File: config.mk
export PLATFORM = sky130hd
export DESIGN_NAME = rstq_ctrl
export DESIGN_NICKNAME = d
export VERILOG_FILES = /design/src/rtl/rstq_pkg.sv /design/src/rtl/rstq_sync.sv /design/src/rtl/rstq_hold_cnt.sv /design/src/rtl/rstq_srst_edge.sv /design/src/rtl/rstq_ctrl.sv
export SDC_FILE = /design/constraint.sdc
export NUM_CORES = 1
export LEC_CHECK = 0
export BUFFER_PORTS_ARGS = -buffer_cell sky130_fd_sc_hd__buf_2
export CAP_MARGIN = 20
export CORE_AREA = 5 5 53 55
export CTS_BUF_LIST = sky130_fd_sc_hd__clkbuf_8
export DETAILED_ROUTE_END_ITERATION = 8
export DIE_AREA = 0 0 58 60
export REMOVE_ABC_BUFFERS = 1
export SLEW_MARGIN = 25
export SYNTH_ARGS = -nofsm -noshare
export SYNTH_HDL_FRONTEND = slang
export SYNTH_SLANG_ARGS = --single-unit
File: constraint.sdc
create_clock -name clk -period 3.1 [get_ports clk]
set_clock_uncertainty 0.2 [all_clocks]
set_input_delay 0.31 -clock clk [delete_from_list [all_inputs] [get_ports clk]]
set_output_delay 0.31 -clock clk [all_outputs]
set_load 0.02 [all_outputs]
File: src/rtl/rstq_pkg.sv
package rstq_pkg;
  localparam int unsigned CFG_W_DEF    = 5;
  localparam int unsigned HOLD_DEF     = 255;
  localparam int unsigned MODE_BIT_DEF = 0;
endpackage

File: src/rtl/rstq_sync.sv
// Two-flop synchronizer with asynchronous load of RST_VAL.
module rstq_sync #(
  parameter logic RST_VAL = 1'b0
) (
  input  logic clk,
  input  logic arst_n,
  input  logic d,
  output logic q
);
  logic meta_q, sync_q;

  always_ff @(posedge clk or negedge arst_n) begin
    if (!arst_n) begin
      meta_q <= RST_VAL;
      sync_q <= RST_VAL;
    end else begin
      meta_q <= d;
      sync_q <= meta_q;
    end
  end

  assign q = sync_q;
endmodule

File: src/rtl/rstq_hold_cnt.sv
// Saturating count of consecutive qualified edges.
module rstq_hold_cnt #(
  parameter int unsigned HOLD = 255
) (
  input  logic clk,
  input  logic clr,
  output logic done
);
  localparam int unsigned CW = $clog2(HOLD + 1);
  localparam logic [CW-1:0] LIMIT = CW'(HOLD);

  logic [CW-1:0] cnt_q;

  assign done = (cnt_q == LIMIT);

  always_ff @(posedge clk) begin
    if (clr)        cnt_q <= '0;
    else if (!done) cnt_q <= cnt_q + CW'(1);
  end
endmodule

File: src/rtl/rstq_srst_edge.sv
// Synchronizes soft reset and emits one pulse per falling edge while armed.
module rstq_srst_edge (
  input  logic clk,
  input  logic arst_n,
  input  logic srst_n,
  input  logic arm,
  output logic req
);
  logic s_sync, prev_q, req_q, fall;

  rstq_sync #(.RST_VAL(1'b1)) u_sync (
    .clk(clk), .arst_n(arst_n), .d(srst_n), .q(s_sync)
  );

  assign fall = prev_q & ~s_sync;

  always_ff @(posedge clk or negedge arst_n) begin
    if (!arst_n) begin
      prev_q <= 1'b1;
      req_q  <= 1'b0;
    end else begin
      prev_q <= s_sync;
      req_q  <= fall & arm;
    end
  end

  assign req = req_q;
endmodule

File: src/rtl/rstq_ctrl.sv
module rstq_ctrl
  import rstq_pkg::*;
#(
  parameter int unsigned CFG_W    = CFG_W_DEF,
  parameter int unsigned HOLD     = HOLD_DEF,
  parameter int unsigned MODE_BIT = MODE_BIT_DEF
) (
  input  logic             clk,
  input  logic             hrst_n_i,
  input  logic             srst_n_i,
  input  logic             pll_lock_i,
  input  logic [CFG_W-1:0] cfg_i,
  output logic             core_rst_n_o,
  output logic             drv_en_o,
  output logic [CFG_W-1:0] cfg_o,
  output logic             bus32_o,
  output logic             srst_req_o,
  output logic             pw_viol_o
);
  logic rel_sync, hold_done, decide;
  logic core_q, viol_q, drv_q;
  logic [CFG_W-1:0] cfg_q;

  // async assert, synchronous release of the hard-reset pin
  rstq_sync #(.RST_VAL(1'b0)) u_hsync (
    .clk(clk), .arst_n(hrst_n_i), .d(1'b1), .q(rel_sync)
  );

  rstq_hold_cnt #(.HOLD(HOLD)) u_hold (
    .clk(clk), .clr(rel_sync | ~pll_lock_i), .done(hold_done)
  );

  assign decide = rel_sync & ~core_q & ~viol_q;

  always_ff @(posedge clk or negedge hrst_n_i) begin
    if (!hrst_n_i) begin
      core_q <= 1'b0;
      viol_q <= 1'b0;
      drv_q  <= 1'b0;
    end else begin
      drv_q <= core_q;
      if (decide) begin
        if (hold_done) core_q <= 1'b1;
        else           viol_q <= 1'b1;
      end
    end
  end

  always_ff @(posedge clk) begin
    if (decide && hold_done) cfg_q <= cfg_i;
  end

  rstq_srst_edge u_sedge (
    .clk(clk), .arst_n(hrst_n_i), .srst_n(srst_n_i),
    .arm(core_q), .req(srst_req_o)
  );

  assign core_rst_n_o = core_q;
  assign drv_en_o     = drv_q;
  assign pw_viol_o    = viol_q;
  assign cfg_o        = cfg_q;
  assign bus32_o      = cfg_q[MODE_BIT];
endmodule

After elaboration in Yosys (flattened, before gate mapping)
Cells that the tools add are included.
{"block": "word_totals", "wordCells": 26, "inputBits": 9, "reg_bits": 22, "output_inout_bits": 10}
{"block": "op_classes", "reduce_logical": 3, "n_eq_ne": 1, "n_addsub": 1, "bitwise_logic": 10}
{"cell": "adder 8 x 1 -> 8 bit (second input constant)", "count": 1}
{"cell": "equality test 8 bit (second input constant)", "count": 1}
{"cell": "inverter 1 bit", "count": 5}
{"cell": "AND 1 bit", "count": 4}
{"cell": "AND reduction 2 bit", "count": 2}
{"cell": "logical AND 1 bit", "count": 1}
{"cell": "OR 1 bit", "count": 1}

Logic depth before layout (Yosys ltp)
{"block": "logic_depth", "word_depth": 4, "ltp_mapped": 5, "depth_no_buf": 4}

Hierarchy
A second synthesis with hierarchy kept.
{"block": "unflattened", "hier_cells": 64, "area_unflattened_um2": 810.8}
{"mod": "rstq_hold_cnt", "instances": 1, "cells_per_inst": 41, "area_each_um2": 361.6, "seq_area_each_um2": 160.2}
{"mod": "rstq_ctrl", "instances": 1, "cells_per_inst": 16, "area_each_um2": 286.5, "seq_area_each_um2": 225.2}
{"mod": "rstq_srst_edge", "instances": 1, "cells_per_inst": 3, "area_each_um2": 60.1, "seq_area_each_um2": 51.3}
{"mod": "rstq_sync at u_sedge.u_sync", "instances": 1, "cells_per_inst": 2, "area_each_um2": 52.6, "seq_area_each_um2": 52.6}
{"mod": "rstq_sync at u_hsync", "instances": 1, "cells_per_inst": 2, "area_each_um2": 50.0, "seq_area_each_um2": 50.0}

Worst setup path before layout
Ideal clock, no wire load.
{"block": "synth_timing", "path_type": "reg-to-reg", "start": "reg core_q (netlist: core_rst_n_o)", "end": "reg cfg_q[0] (netlist: cfg_o[0]) (enable)", "n_path_buf": 0, "stages_incl_launch_ff": 3, "setup_ns": 0.381, "t_required_ns": 2.519, "period_less_slack_ns": 1.858, "path_slack_ns": 1.242, "arrival_ns": 1.277, "cell_sequence": "dfrtp_1 > nand2b_1 > nor4_1"}
{"block": "synth_via", "elab_chain_cells": 4}
{"item": "start: declaration", "line_no": "rstq_ctrl.sv:21", "rtl": "logic core_q, viol_q, drv_q;"}
{"item": "start signal: assignment", "line_no": "rstq_ctrl.sv:37", "rtl": "core_q <= 1'b0;"}
{"item": "start signal: assignment", "line_no": "rstq_ctrl.sv:43", "rtl": "if (hold_done) core_q <= 1'b1;"}
{"item": "inverter 1 bit", "line_no": "rstq_ctrl.sv:33", "rtl": "assign decide = rel_sync & ~core_q & ~viol_q;"}
{"item": "AND 1 bit (2 in series)", "line_no": "rstq_ctrl.sv:33"}
{"item": "logical AND 1 bit", "line_no": "rstq_ctrl.sv:50", "rtl": "if (decide && hold_done) cfg_q <= cfg_i;"}
{"item": "end signal: assignment", "line_no": "rstq_ctrl.sv:50"}
{"item": "end: declaration", "line_no": "rstq_ctrl.sv:22", "rtl": "logic [CFG_W-1:0] cfg_q;"}
No other way between the ends.
A chain may end at the register's enable or synchronous reset.

Worst setup path in the final report
{"block": "layout_timing", "start": "reg u_hold.cnt_q[0]", "end": "reg cfg_q[3] (netlist: cfg_o[3]) (enable)"}
{"block": "layout_via", "elab_chain_cells": 2}
{"item": "start: declaration", "line_no": "rstq_hold_cnt.sv:12", "rtl": "logic [CW-1:0] cnt_q;"}
{"item": "start signal: assignment", "line_no": "rstq_hold_cnt.sv:18", "rtl": "else if (!done) cnt_q <= cnt_q + CW'(1);"}
{"item": "equality test 8 bit", "line_no": "rstq_hold_cnt.sv:14", "rtl": "assign done = (cnt_q == LIMIT);"}
{"item": "logical AND 1 bit", "line_no": "rstq_ctrl.sv:50"}
No other way between the ends.

==> out/metrics.cfg <==
[timing]
period_needed_ns = 2.06
final_max_slew_viol_count = 0
final.period_utilization_pct = 66.5
max_freq_mhz = 485
setup_viol = 0
postLayoutSetupSlackWorst_ns = 1.04
relSlewSlack_pct = 40.5
tightest_slew_ns = 0.885
hold_viol = 0
rsz0062_at_grt = no
finalSetupTns_ns = 0

[yosys]
synth_top_area_cell = dfxtp_1
syn_area_per_cell_um2 = 12.3
synthMuxAreaShare_pct = 1.16
synth_edf_count = 5
synth_cells = 70
ys_ff_latch = 22
yosys.area_share.simple_pct = 18.0
synth_top_family_by_area = simple AND/OR/NAND/NOR gates
yosysUniqueCellTypes = 36
synth_area_um2 = 861
synth_xor_area_share_pct = 0
synth_adder_area_share_pct = 1.45
ys_top_cells_by_area = dfxtp_1 19%, dfrtp_1 17%, edfxtp_1 17%
synth_top_area_share_pct = 18.6
yosysWarnings = 0
synth_flop_cell = dfxtp_1
synth-compound-area-share_pct = 13.5
seq_area_frac_synth_pct = 62.6
async_reset_ff_share_pct = 40.9

[layout]
final_cell_mix = 18 x buf_2, 8 x dfxtp_1, 6 x dfrtp_1
nets = 102
n_antenna_cell = 0
area_growth_pct = 22.7
layout_commonest_cell = buf_2
layout-drive-gt1-share_pct = 31.9
postLayoutCoreUtil_pct = 45.1

[cts]
cts-resized-gates = 0
cts_tree = built
clk_pin_slew_ns = 0.08
worstSkewPairLatency_ns = 0.26
post-cts-setup-buffers = 0
numCtsBuffers = 3
cts_num_sinks = 22
clock-root-buffer = clkbuf_8
holdBufCountCts = 2
htree_levels = 1
clockBufferDepth = 2

[setup_path]
path_max_fanout = 5
path_class = register to register
r2r_cells = 3
reg2reg_slack_ns = 1.04
worstSetupStartpointType = register
worstPathArrival_ns = 1.75
end_kind = register
crit_path_start = u_hold.cnt_q[0]
r2r-end = cfg_o[3]
required_ns = 2.79
r2r_start = u_hold.cnt_q[0]
crit_end = cfg_o[3]

[routing]
drt-initial-drc-count = 13
drtAntennaViolNets = 0
routed_wirelength_um = 1450
num_vias = 588
wl_per_cell_um = 12.0
drt_pass1_iterations = 3
viasPerCell = 4.86
drc = 0

[outcome]
status = completed

[die]
die_y_um = 60
core-area_um2 = 2340
placementRows = 18
die-area_um2 = 3480
io_pins = 19
initial_core_util_pct = 36.8
die-width_um = 58

[pwr]
ir_drop_mv = 0.284
power.leakage_nw = 0.428
powerDensity_nw_per_um2 = 551
power_mw = 0.582

[grt]
antenna_found_initial = 0
grt.overflow.total = 0
first_global_vias = 600
track_usage_pct = 9.76
grt_max_degree = 14
grt_pass1_wl_um = 2560

[place]
routabilityCongestion = 0.787
dp_slack_ns = 1.04
io_buffers = 18
dp_hpwl_um = 1120

[hold_path]
hp-class = input port to register

[flow_run]
drv_cap = 0

==> metrics by stage <==
stage / hold slack, ns / instances / cell area (µm²)
6_report: 0.0230 / 121 / 1060
5_1_grt: 0.00981 / 121 / 1060
4_1_cts: 0.0178 / 121 / 1060
3_5_place_dp: -0.0350 / 115 / 965
3_3_place_gp: -0.0406 / 115 / 965
2_1_floorplan: -0.186 / 67 / 837
==> final cells by class <==
cell class,instances,area [µm²]
well taps,30,37.5
repair buffers,20,110
fillers,225,1290
clock inverters,1,30.0
flip-flops and latches,22,539
multi-input cells,45,298
clock buffers,3,41.3
==> cell families after synthesis <==
group | count (synthesis)
multiplexers | 1
other | 1
AND/OR/NAND/NOR | 26
flip-flops | 22
AO/OA/AOI/OAI | 16
buffers and inverters | 3
adder cells (fa/ha/maj) | 1
==> power breakdown <==
part	leakage, nW	internal (mW)	switching (mW)
logic	0.177	0.00864	0.00755
registers	0.215	0.300	0.00262
clock network	0.0357	0.172	0.0904
==> routing by layer <==
layer	part of all wire, %	global-route usage, %
met5	0	0
met2	48	15.6
met3	5.2	2.59
met1	45	12.0
met4	1.6	5.30
==> worst max-delay path, stage by stage (launching register included) <==
cell and delay, ns:
dfxtp_1 0.39, ha_1 0.24, nand3_1 0.16, nor4_1 0.70
==> synthesized netlist by cell type (2+ instances only) <==
cell type and number:
dfstp_2 3, dfxtp_1 8, nand3_1 3, dfrtp_1 6, nand2b_1 2, nor2_1 2
o21ai_0 2, edfxtp_1 5, a211oi_1 2, a21oi_1 4, nand2_1 5, nor3_1 4
==> state kept, by name, indices dropped and copies added (netlist names) <==
register	flops
u_sedge.u_sync.meta_q	1
u_sedge.u_sync.q	1
u_sedge.req	1
core_rst_n_o	1
pw_viol_o	1
cfg_o	5
u_hsync.meta_q	1
u_sedge.prev_q	1
u_hold.cnt_q	8
drv_en_o	1
u_hsync.q	1
==> worst min-delay path by stage <==
| stage | from | to | slack [ns] | cells past startpoint |
|---|---|---|---|---|
| after CTS | cfg_i[2] | cfg_o[2] | 0.02 | 1 |
| final | cfg_i[2] | cfg_o[2] | 0.02 | 1 |
| after floorplan | hrst_n_i | core_rst_n_o | -0.19 | 0 |
| after global placement | hrst_n_i | pw_viol_o | -0.04 | 1 |
| after global routing | cfg_i[2] | cfg_o[2] | 0.01 | 1 |
| after detailed placement | hrst_n_i | pw_viol_o | -0.04 | 1 |
Note: power is estimated with default switching activity, not from simulation.
